$ cat config.mk
export PLATFORM = sky130hd
export DESIGN_NAME = xbank_mapper
export DESIGN_NICKNAME = d
export VERILOG_FILES = /design/src/rtl/xbank_pkg.sv /design/src/rtl/xbank_decode.sv /design/src/rtl/xbank_regs.sv /design/src/rtl/xbank_map.sv /design/src/rtl/xbank_mapper.sv
export SDC_FILE = /design/constraint.sdc
export NUM_CORES = 1
export LEC_CHECK = 0
export BUFFER_PORTS_ARGS = -buffer_cell sky130_fd_sc_hd__buf_2
export CAP_MARGIN = 10
export CORE_UTILIZATION = 45
export CTS_CLUSTER_DIAMETER = 50
export DETAILED_ROUTE_END_ITERATION = 7
export PLACE_DENSITY = 0.74
export SLEW_MARGIN = 25
export SYNTH_ARGS = -nofsm -noshare
export SYNTH_HDL_FRONTEND = slang
export SYNTH_HIERARCHICAL = 1
export SYNTH_SLANG_ARGS = --single-unit
$ cat constraint.sdc
create_clock -name clk -period 2.5 [get_ports clk]
set_input_delay 0.5 -clock clk [delete_from_list [all_inputs] [get_ports clk]]
set_output_delay 0.5 -clock clk [all_outputs]
set_load 0.03 [all_outputs]
$ cat src/rtl/xbank_pkg.sv
package xbank_pkg;

  typedef enum logic [1:0] {
    SEL_NONE = 2'd0,
    SEL_ROM  = 2'd1,
    SEL_RAM  = 2'd2
  } mem_sel_e;

  typedef enum logic [3:0] {
    RG_IDLE,
    RG_RAMEN,
    RG_BANKLO,
    RG_BANKHI,
    RG_RAMBANK,
    RG_ROM0,
    RG_ROMX,
    RG_RAM_RD,
    RG_RAM_WR
  } region_e;

endpackage

$ cat src/rtl/xbank_decode.sv
module xbank_decode
  import xbank_pkg::*;
(
  input  logic [15:0] cpu_addr,
  input  logic        cpu_rd,
  input  logic        cpu_wr,
  output region_e     region
);

  always_comb begin
    region = RG_IDLE;
    if (cpu_wr) begin
      if (cpu_addr[15:13] == 3'b000)       region = RG_RAMEN;
      else if (cpu_addr[15:12] == 4'b0010) region = RG_BANKLO;
      else if (cpu_addr[15:12] == 4'b0011) region = RG_BANKHI;
      else if (cpu_addr[15:13] == 3'b010)  region = RG_RAMBANK;
      else if (cpu_addr[15:13] == 3'b101)  region = RG_RAM_WR;
    end else if (cpu_rd) begin
      if (cpu_addr[15:14] == 2'b00)        region = RG_ROM0;
      else if (cpu_addr[15:14] == 2'b01)   region = RG_ROMX;
      else if (cpu_addr[15:13] == 3'b101)  region = RG_RAM_RD;
    end
  end

endmodule

$ cat src/rtl/xbank_regs.sv
module xbank_regs
  import xbank_pkg::*;
#(
  parameter int unsigned ROM_BANK_W = 9,
  parameter int unsigned RAM_BANK_W = 4,
  parameter logic [7:0]  ENABLE_KEY = 8'h0A,
  localparam int unsigned LO_W = 8,
  localparam int unsigned HI_W = ROM_BANK_W - LO_W
) (
  input  logic                  clk,
  input  logic                  rst,
  input  region_e               region,
  input  logic [7:0]            cpu_wdata,
  output logic [ROM_BANK_W-1:0] rom_bank,
  output logic [RAM_BANK_W-1:0] ram_bank,
  output logic                  ram_en
);

  always_ff @(posedge clk) begin
    if (rst) begin
      rom_bank <= ROM_BANK_W'(1);
      ram_bank <= '0;
      ram_en   <= 1'b0;
    end else begin
      case (region)
        RG_RAMEN:   ram_en   <= (cpu_wdata == ENABLE_KEY);
        RG_BANKLO:  rom_bank <= {rom_bank[ROM_BANK_W-1:LO_W], cpu_wdata};
        RG_BANKHI:  rom_bank <= {cpu_wdata[HI_W-1:0], rom_bank[LO_W-1:0]};
        RG_RAMBANK: ram_bank <= cpu_wdata[RAM_BANK_W-1:0];
        default: ;
      endcase
    end
  end

endmodule

$ cat src/rtl/xbank_map.sv
module xbank_map
  import xbank_pkg::*;
#(
  parameter int unsigned ROM_BANK_W = 9,
  parameter int unsigned RAM_BANK_W = 4,
  parameter int unsigned ROM_OFF_W  = 14,
  parameter int unsigned RAM_OFF_W  = 13,
  localparam int unsigned ROM_AW = ROM_BANK_W + ROM_OFF_W,
  localparam int unsigned RAM_AW = RAM_BANK_W + RAM_OFF_W,
  localparam int unsigned OUT_AW = (ROM_AW > RAM_AW) ? ROM_AW : RAM_AW,
  localparam int unsigned ROM_CFG_W = $clog2(ROM_BANK_W + 1),
  localparam int unsigned RAM_CFG_W = $clog2(RAM_BANK_W + 1)
) (
  input  logic                  clk,
  input  logic                  rst,
  input  region_e               region,
  input  logic [ROM_OFF_W-1:0]  offset,
  input  logic [ROM_BANK_W-1:0] rom_bank,
  input  logic [RAM_BANK_W-1:0] ram_bank,
  input  logic                  ram_en,
  input  logic                  ram_present,
  input  logic [ROM_CFG_W-1:0]  rom_size_log2,
  input  logic [RAM_CFG_W-1:0]  ram_size_log2,
  output logic [OUT_AW-1:0]     map_addr,
  output logic [1:0]            map_sel,
  output logic                  map_force_ff,
  output logic                  map_ram_we
);

  logic              rom_oor, ram_oor, ram_ok;
  logic [ROM_AW-1:0] rom_flat;
  logic [RAM_AW-1:0] ram_flat;
  logic [OUT_AW-1:0] nxt_addr;
  mem_sel_e          nxt_sel;
  logic              nxt_ff, nxt_we;

  assign rom_oor  = (rom_bank >> rom_size_log2) != '0;
  assign ram_oor  = (ram_bank >> ram_size_log2) != '0;
  assign ram_ok   = ram_present && ram_en && !ram_oor;
  assign rom_flat = {rom_bank, offset};
  assign ram_flat = {ram_bank, offset[RAM_OFF_W-1:0]};

  always_comb begin
    nxt_addr = '0;
    nxt_sel  = SEL_NONE;
    nxt_ff   = 1'b0;
    nxt_we   = 1'b0;
    case (region)
      RG_ROM0: begin
        nxt_sel  = SEL_ROM;
        nxt_addr = OUT_AW'(offset);
      end
      RG_ROMX: begin
        nxt_sel  = SEL_ROM;
        nxt_addr = OUT_AW'(rom_flat);
        nxt_ff   = rom_oor;
      end
      RG_RAM_RD: begin
        nxt_sel  = SEL_RAM;
        nxt_addr = OUT_AW'(ram_flat);
        nxt_ff   = !ram_ok;
      end
      RG_RAM_WR: begin
        nxt_sel  = SEL_RAM;
        nxt_addr = OUT_AW'(ram_flat);
        nxt_we   = ram_ok;
      end
      default: ;
    endcase
  end

  always_ff @(posedge clk) begin
    if (rst) begin
      map_addr     <= '0;
      map_sel      <= SEL_NONE;
      map_force_ff <= 1'b0;
      map_ram_we   <= 1'b0;
    end else begin
      map_addr     <= nxt_addr;
      map_sel      <= nxt_sel;
      map_force_ff <= nxt_ff;
      map_ram_we   <= nxt_we;
    end
  end

endmodule

$ cat src/rtl/xbank_mapper.sv
module xbank_mapper
  import xbank_pkg::*;
#(
  parameter int unsigned ROM_BANK_W = 9,
  parameter int unsigned RAM_BANK_W = 4,
  parameter int unsigned ROM_OFF_W  = 14,
  parameter int unsigned RAM_OFF_W  = 13,
  localparam int unsigned ROM_AW = ROM_BANK_W + ROM_OFF_W,
  localparam int unsigned RAM_AW = RAM_BANK_W + RAM_OFF_W,
  localparam int unsigned OUT_AW = (ROM_AW > RAM_AW) ? ROM_AW : RAM_AW,
  localparam int unsigned ROM_CFG_W = $clog2(ROM_BANK_W + 1),
  localparam int unsigned RAM_CFG_W = $clog2(RAM_BANK_W + 1)
) (
  input  logic                 clk,
  input  logic                 rst,
  input  logic [15:0]          cpu_addr,
  input  logic [7:0]           cpu_wdata,
  input  logic                 cpu_rd,
  input  logic                 cpu_wr,
  input  logic [ROM_CFG_W-1:0] rom_size_log2,
  input  logic [RAM_CFG_W-1:0] ram_size_log2,
  input  logic                 ram_present,
  output logic [OUT_AW-1:0]    map_addr,
  output logic [1:0]           map_sel,
  output logic                 map_force_ff,
  output logic                 map_ram_we
);

  region_e               region;
  logic [ROM_BANK_W-1:0] rom_bank;
  logic [RAM_BANK_W-1:0] ram_bank;
  logic                  ram_en;

  xbank_decode u_decode (
    .cpu_addr (cpu_addr),
    .cpu_rd   (cpu_rd),
    .cpu_wr   (cpu_wr),
    .region   (region)
  );

  xbank_regs #(
    .ROM_BANK_W (ROM_BANK_W),
    .RAM_BANK_W (RAM_BANK_W)
  ) u_regs (
    .clk       (clk),
    .rst       (rst),
    .region    (region),
    .cpu_wdata (cpu_wdata),
    .rom_bank  (rom_bank),
    .ram_bank  (ram_bank),
    .ram_en    (ram_en)
  );

  xbank_map #(
    .ROM_BANK_W (ROM_BANK_W),
    .RAM_BANK_W (RAM_BANK_W),
    .ROM_OFF_W  (ROM_OFF_W),
    .RAM_OFF_W  (RAM_OFF_W)
  ) u_map (
    .clk           (clk),
    .rst           (rst),
    .region        (region),
    .offset        (cpu_addr[ROM_OFF_W-1:0]),
    .rom_bank      (rom_bank),
    .ram_bank      (ram_bank),
    .ram_en        (ram_en),
    .ram_present   (ram_present),
    .rom_size_log2 (rom_size_log2),
    .ram_size_log2 (ram_size_log2),
    .map_addr      (map_addr),
    .map_sel       (map_sel),
    .map_force_ff  (map_force_ff),
    .map_ram_we    (map_ram_we)
  );

endmodule

## Word-level counts from Yosys, hierarchy flattened

Cells that the tools add are included.

- Bits in registers: 41
- Bits of input ports: 36
- Output and inout port bits: 27
- Word-level logic and storage cells: 54

- Equal/unequal tests: 14
- Shifts and indexed selects: 2
- Mux-type cells: 14
- Bitwise gates (word level): 3
- Reductions and logical operators: 13

Operators with widths:

| operator | number |
|---|---|
| $pmux W23 S3 | 1 |
| $mux W4 | 9 |
| $pmux W9 S2 | 1 |
| $eq A4 B2 Y1 const B | 4 |
| $eq A4 B3 Y1 const B | 4 |
| $reduce_bool A9 Y1 | 1 |
| $shr A9 B4 Y9 | 1 |
| $eq A8 B4 Y1 const B | 1 |
| $reduce_or A2 Y1 | 3 |
| $eq A4 B1 Y1 const B | 1 |
| $eq A4 B4 Y1 const B | 1 |
| $pmux W2 S2 | 1 |
| $reduce_and A2 Y1 | 2 |
| $reduce_bool A4 Y1 | 1 |
| $shr A4 B3 Y4 | 1 |
| $eq A3 B2 Y1 const B | 1 |
| $eq A3 B3 Y1 const B | 1 |
| $logic_not A3 Y1 | 1 |
| $mux W3 | 1 |
| $not A1 Y1 | 3 |
| $eq A2 B1 Y1 const B | 1 |
| $logic_and A1 B1 Y1 | 2 |
| $logic_not A1 Y1 | 2 |
| $logic_not A2 Y1 | 1 |
| $pmux W1 S2 | 1 |

## Longest topological paths before layout

- Word-level depth: 10
- Mapped depth: 9
- Depth with buffers taken out: 8

## Hierarchy

The synthesis kept the hierarchy.

By module, submodules not included:

| module | instances | cells each | area each (sq um) | seq. area each (sq um) |
|---|---|---|---|---|
| xbank_map | 1 | 88 | 1,037.2 | 540.5 |
| xbank_regs | 1 | 52 | 576.8 | 280.3 |
| xbank_decode | 1 | 15 | 96.3 | 0.0 |

## Least setup slack after synthesis

Ideal clock, no wire load.

- Path kind: input -> register
- Start point: in cpu_rd
- End point: reg u_map.map_addr[14]
- Setup time: 0.120 ns
- Data arrival time: 2.106 ns
- Data required time: 2.380 ns
- Path slack: 0.273 ns
- Cell stages on the path: 9
- Path buffers: 1
- Cell sequence: nor2b_2 -> nand2_1 -> o21ai_1 -> nor4b_2 -> a31o_2 -> and2b_4 -> nor2_8 -> buf_12 -> nor2_4

- Longest elaborated chain between the ends: 5
- Elaborated cells on any way between the ends: 8
- Those cells by class: eq/ne: 4; mux: 3; reduce/logical: 1

Ends and longest elaborated chain:

| what | line | RTL |
|---|---|---|
| start: declaration | xbank_mapper.sv:18 | `input logic cpu_rd,` |
| $mux W4 (*) | xbank_decode.sv:18 | `end else if (cpu_rd) begin` |
| $mux W4 (*) | xbank_decode.sv:12 | `if (cpu_wr) begin` |
| net region[1] | xbank_mapper.sv:29 | `region_e region;` |
| $eq A4 B3 Y1 or $eq A4 B4 Y1 (tied branches) | xbank_map.sv:48 | `case (region)` |
| $reduce_or A2 Y1 (no line) | -- |  |
| $pmux W23 S3 (*) | xbank_map.sv:48 |  |
| end signal: assignment | xbank_map.sv:79 | `map_addr <= nxt_addr;` |
| end: declaration | xbank_map.sv:24 | `output logic [OUT_AW-1:0] map_addr,` |

The timed path passes the listed nets; every way through them passes the cells marked *.
A chain may end at the register's enable or synchronous reset.

## Final worst setup path

- Start point: in cpu_wr
- End point: reg u_map.map_addr[7]

- Longest elaborated chain between the ends: 4
- Elaborated cells on any way between the ends: 7
- Those cells by class: eq/ne: 4; mux: 2; reduce/logical: 1

Ends and longest elaborated chain:

| what | line | RTL |
|---|---|---|
| start: declaration | xbank_mapper.sv:19 | `input logic cpu_wr,` |
| $mux W4 (*) | xbank_decode.sv:12 |  |
| net region[2] | xbank_mapper.sv:29 |  |
| $eq A4 B3 Y1 or $eq A4 B4 Y1 (tied branches) | xbank_map.sv:48 |  |
| $reduce_or A2 Y1 (no line) | -- |  |
| $pmux W23 S3 (*) | xbank_map.sv:48 |  |

Marked as above.

==> impl_metrics.toml <==
[setup_path]
max_stage_delay_ns = 0.42
cp-start-kind = "primary input"
cp_max_fo = 16
path_cells = "buf_2 -> nor2b_2 -> a31oi_1 -> o21ai_1 -> nor4b_2 -> a31o_2 -> and2b_4 -> nor2_8 -> nor2b_1"
path_delay_family = "simple AND/OR/NAND/NOR gates"
crit_cells = 9
slowest_stage = "o21ai_1"
crit_type = "primary input to flip-flop"
crit_arrival_ns = 2.26
endpoint_kind = "flip-flop"
crit_required_ns = 2.66
r2r_cells = 4
path_buf_inv = 1

[timing]
period_minus_slack_ns = 2.104
worstMarginPinSlew_ns = 0.5021
slew_headroom_pct = 66.30
hold_violations = 0
setup_viol_count_final = 0
finalMaxSlewViolations = 0
timing.final.crit_share_pct = 84.14
hold_slack_ns = 0.4324
rsz0062_at_grt = "false"
finalWorstSetupSlack_ns = 0.3964
max_freq_mhz = 475.4
skew_ns = 0.007807
setup_tns_ns = 0

[clock_network]
htree_levels = 2
root_buffer = "clkbuf_8"
hold_buffers = 0
cts_setup_buffers = 0
clkSlewWorstSetupHoldPaths_ns = 0.08
postCtsResizedCells = 0
clkLatencyLatePin_ns = 0.29
clockBufferDepth = 2
tritoncts = "done"
cts_sinks = 41
numCtsBuffers = 5

[global_route]
antenna_found_initial = 0
grt_start_max_net_pins = 22
grt_pass1_wl_mm = 5.099
overflow = 0
grt_usage_pct = 16.57
grt_pass1_vias = 1142

[detailed_routing]
drtIter0Drc = 42
drt-total-wl_mm = 3.155
viasPerCell = 4.791
vias = 1308
routedWlPerCell_um = 11.56
final_antenna_net_count = 0
drc_errors = 0
first_pass_iters = 5

[synth]
async_flop_share_pct = 0
syn_nets = 191
syn_inst = 155
synth_area_sq_mm = 0.001710
synth_seq_cells = 41
ys_types = 44
synth_top_flop_cell = "dfxtp_1"
yosys_warnings = 6
avgSynthCellArea_sq_um = 11.03
synth_edf_count = 0
synth_area_leaders = "dfxtp_1 48%, mux2i_1 7.0%, nor2b_4 5.6%"
synth.yosys.seq_area_share_pct = 47.99
ys_top_cells_by_count = "41 x dfxtp_1, 14 x nor2_1, 12 x mux2i_1"
yosys.area.top_type = "dfxtp_1"
synth_most_common_cell = "dfxtp_1"
netlist.area_leader.share_pct = 47.99

[final_layout]
final_util_pct = 59.26
nets = 260
synthToLayoutAreaGrowth_pct = 26.85
fin_cells = 273
drive_gt1_share_pct = 42.67
fillCellCount = 299
diodes = 0

[power_and_ir_drop]
p_clk_share_pct = 35.7
leakage_nw = 0.9793
max-vdd-ir-drop_mv = 0.3816
p_comb_share_pct = 11.8
swShare_pct = 23.27
seqPwrFrac_pct = 52.5
powerDensity_mw_per_mm2 = 593.1
p_switching_mw = 0.2994
p_int_mw = 0.9874

[min_path]
whs_path_depth = 2
hold_class = "primary input to flip-flop"

[floorplan]
die-area_sq_mm = 0.004051
core-area_sq_mm = 0.003661
die_x_um = 63.65
io_pins = 63
die_h_um = 63.65
start_util_pct = 46.72
core.rowCount = 22

[placement]
gp_congestion = 0.7874
dp.cells = 265
io_buffers = 62
place_hpwl_mm = 2.422
dp_worst_setup_slack_ns = 0.1045

[run_status]
status = "finished, final reports clean"

[flow_run]
cap_violations = 0
cells by family after synthesis:
kind of cell	synth area share, %
buffers and inverters	3.365
XOR/XNOR	0.5122
AND/OR/NAND/NOR	30.58
AO/OA/AOI/OAI	9.876
multiplexers	7.681
flip-flops	47.99
registers in the layout (all words and copies together) (netlist names):
register / cells
u_map/map_addr: 23
u_regs/rom_bank: 9
u_regs/ram_bank: 4
u_map/map_sel: 2
u_map/map_force_ff: 1
u_map/map_ram_we: 1
u_regs/ram_en: 1
path summary, 6_finish.rpt:
path | startpoint | end | slack [ns]
setup / recovery | cpu_wr | u_map/map_addr[7]$_SDFF_PP0_ | 0.40
hold / removal | cpu_addr[4] | u_map/map_addr[4]$_SDFF_PP0_ | 0.43
setup reg to reg | u_regs/rom_bank[6]$_SDFFE_PP0P_ | u_map/map_force_ff$_SDFF_PP0_ | 1.18
hold reg to reg | u_regs/ram_en$_SDFFE_PP0N_ | u_regs/ram_en$_SDFFE_PP0N_ | 0.48
power by group through the flow:
stage,logic (mW),registers [mW],clock network [mW]
global route,0.164,0.677,0.507
detailed placement,0.152,0.691,0
global placement,0.151,0.691,0
finish,0.152,0.676,0.460
floorplan,0.0856,0.702,0
CTS,0.152,0.676,0.473
through the flow:
stage	power, mW	cell area [sq um]
final	1.287	2170
after global routing	1.349	2170
after CTS	1.301	2170
after detailed placement	0.8425	2068
after global placement	0.8417	2068
after floorplan	0.7871	1710
per-layer routing:
layer / track usage (%) / wire (um) / share of wire (%) / vias up
met2: 26.06 / 1396 / 44 / 51
met5: 0 / 0 / 0 / -
li1: - / - / - / 675
met1: 20.51 / 1499 / 48 / 580
met4: 5.966 / 24 / 0.76 / 0
met3: 6.159 / 235 / 7.4 / 2
cell type report:
class                   instances  area [sq um]  share of cell area (%)
well taps                      48         60.06                   2.768
clock inverters                 1         5.005                  0.2307
flip-flops and latches         41         820.8                   37.83
repair buffers                 65         332.8                   15.34
multi-input cells             105         832.0                   38.35
inverters                       6         22.52                   1.038
clock buffers                   7         96.34                   4.441
layout by cell type (no fill, tap or decap), types with 2 or more instances in the layout:
cell / count
nand4b_1: 2
o21bai_1: 2
and2_1: 6
nor4b_2: 3
o21ai_0: 2
clkbuf_8: 7
dfxtp_1: 41
a22oi_1: 3
nor2_1: 14
inv_1: 5
nor2b_1: 8
nor2b_4: 7
and3b_1: 2
nand2b_1: 2
a21oi_1: 7
buf_2: 62
nor2_4: 4
nor2b_2: 2
mux2i_1: 12
buf_4: 3
nand2_1: 6
o21ai_1: 2
Note: power is estimated with default switching activity, not from simulation.
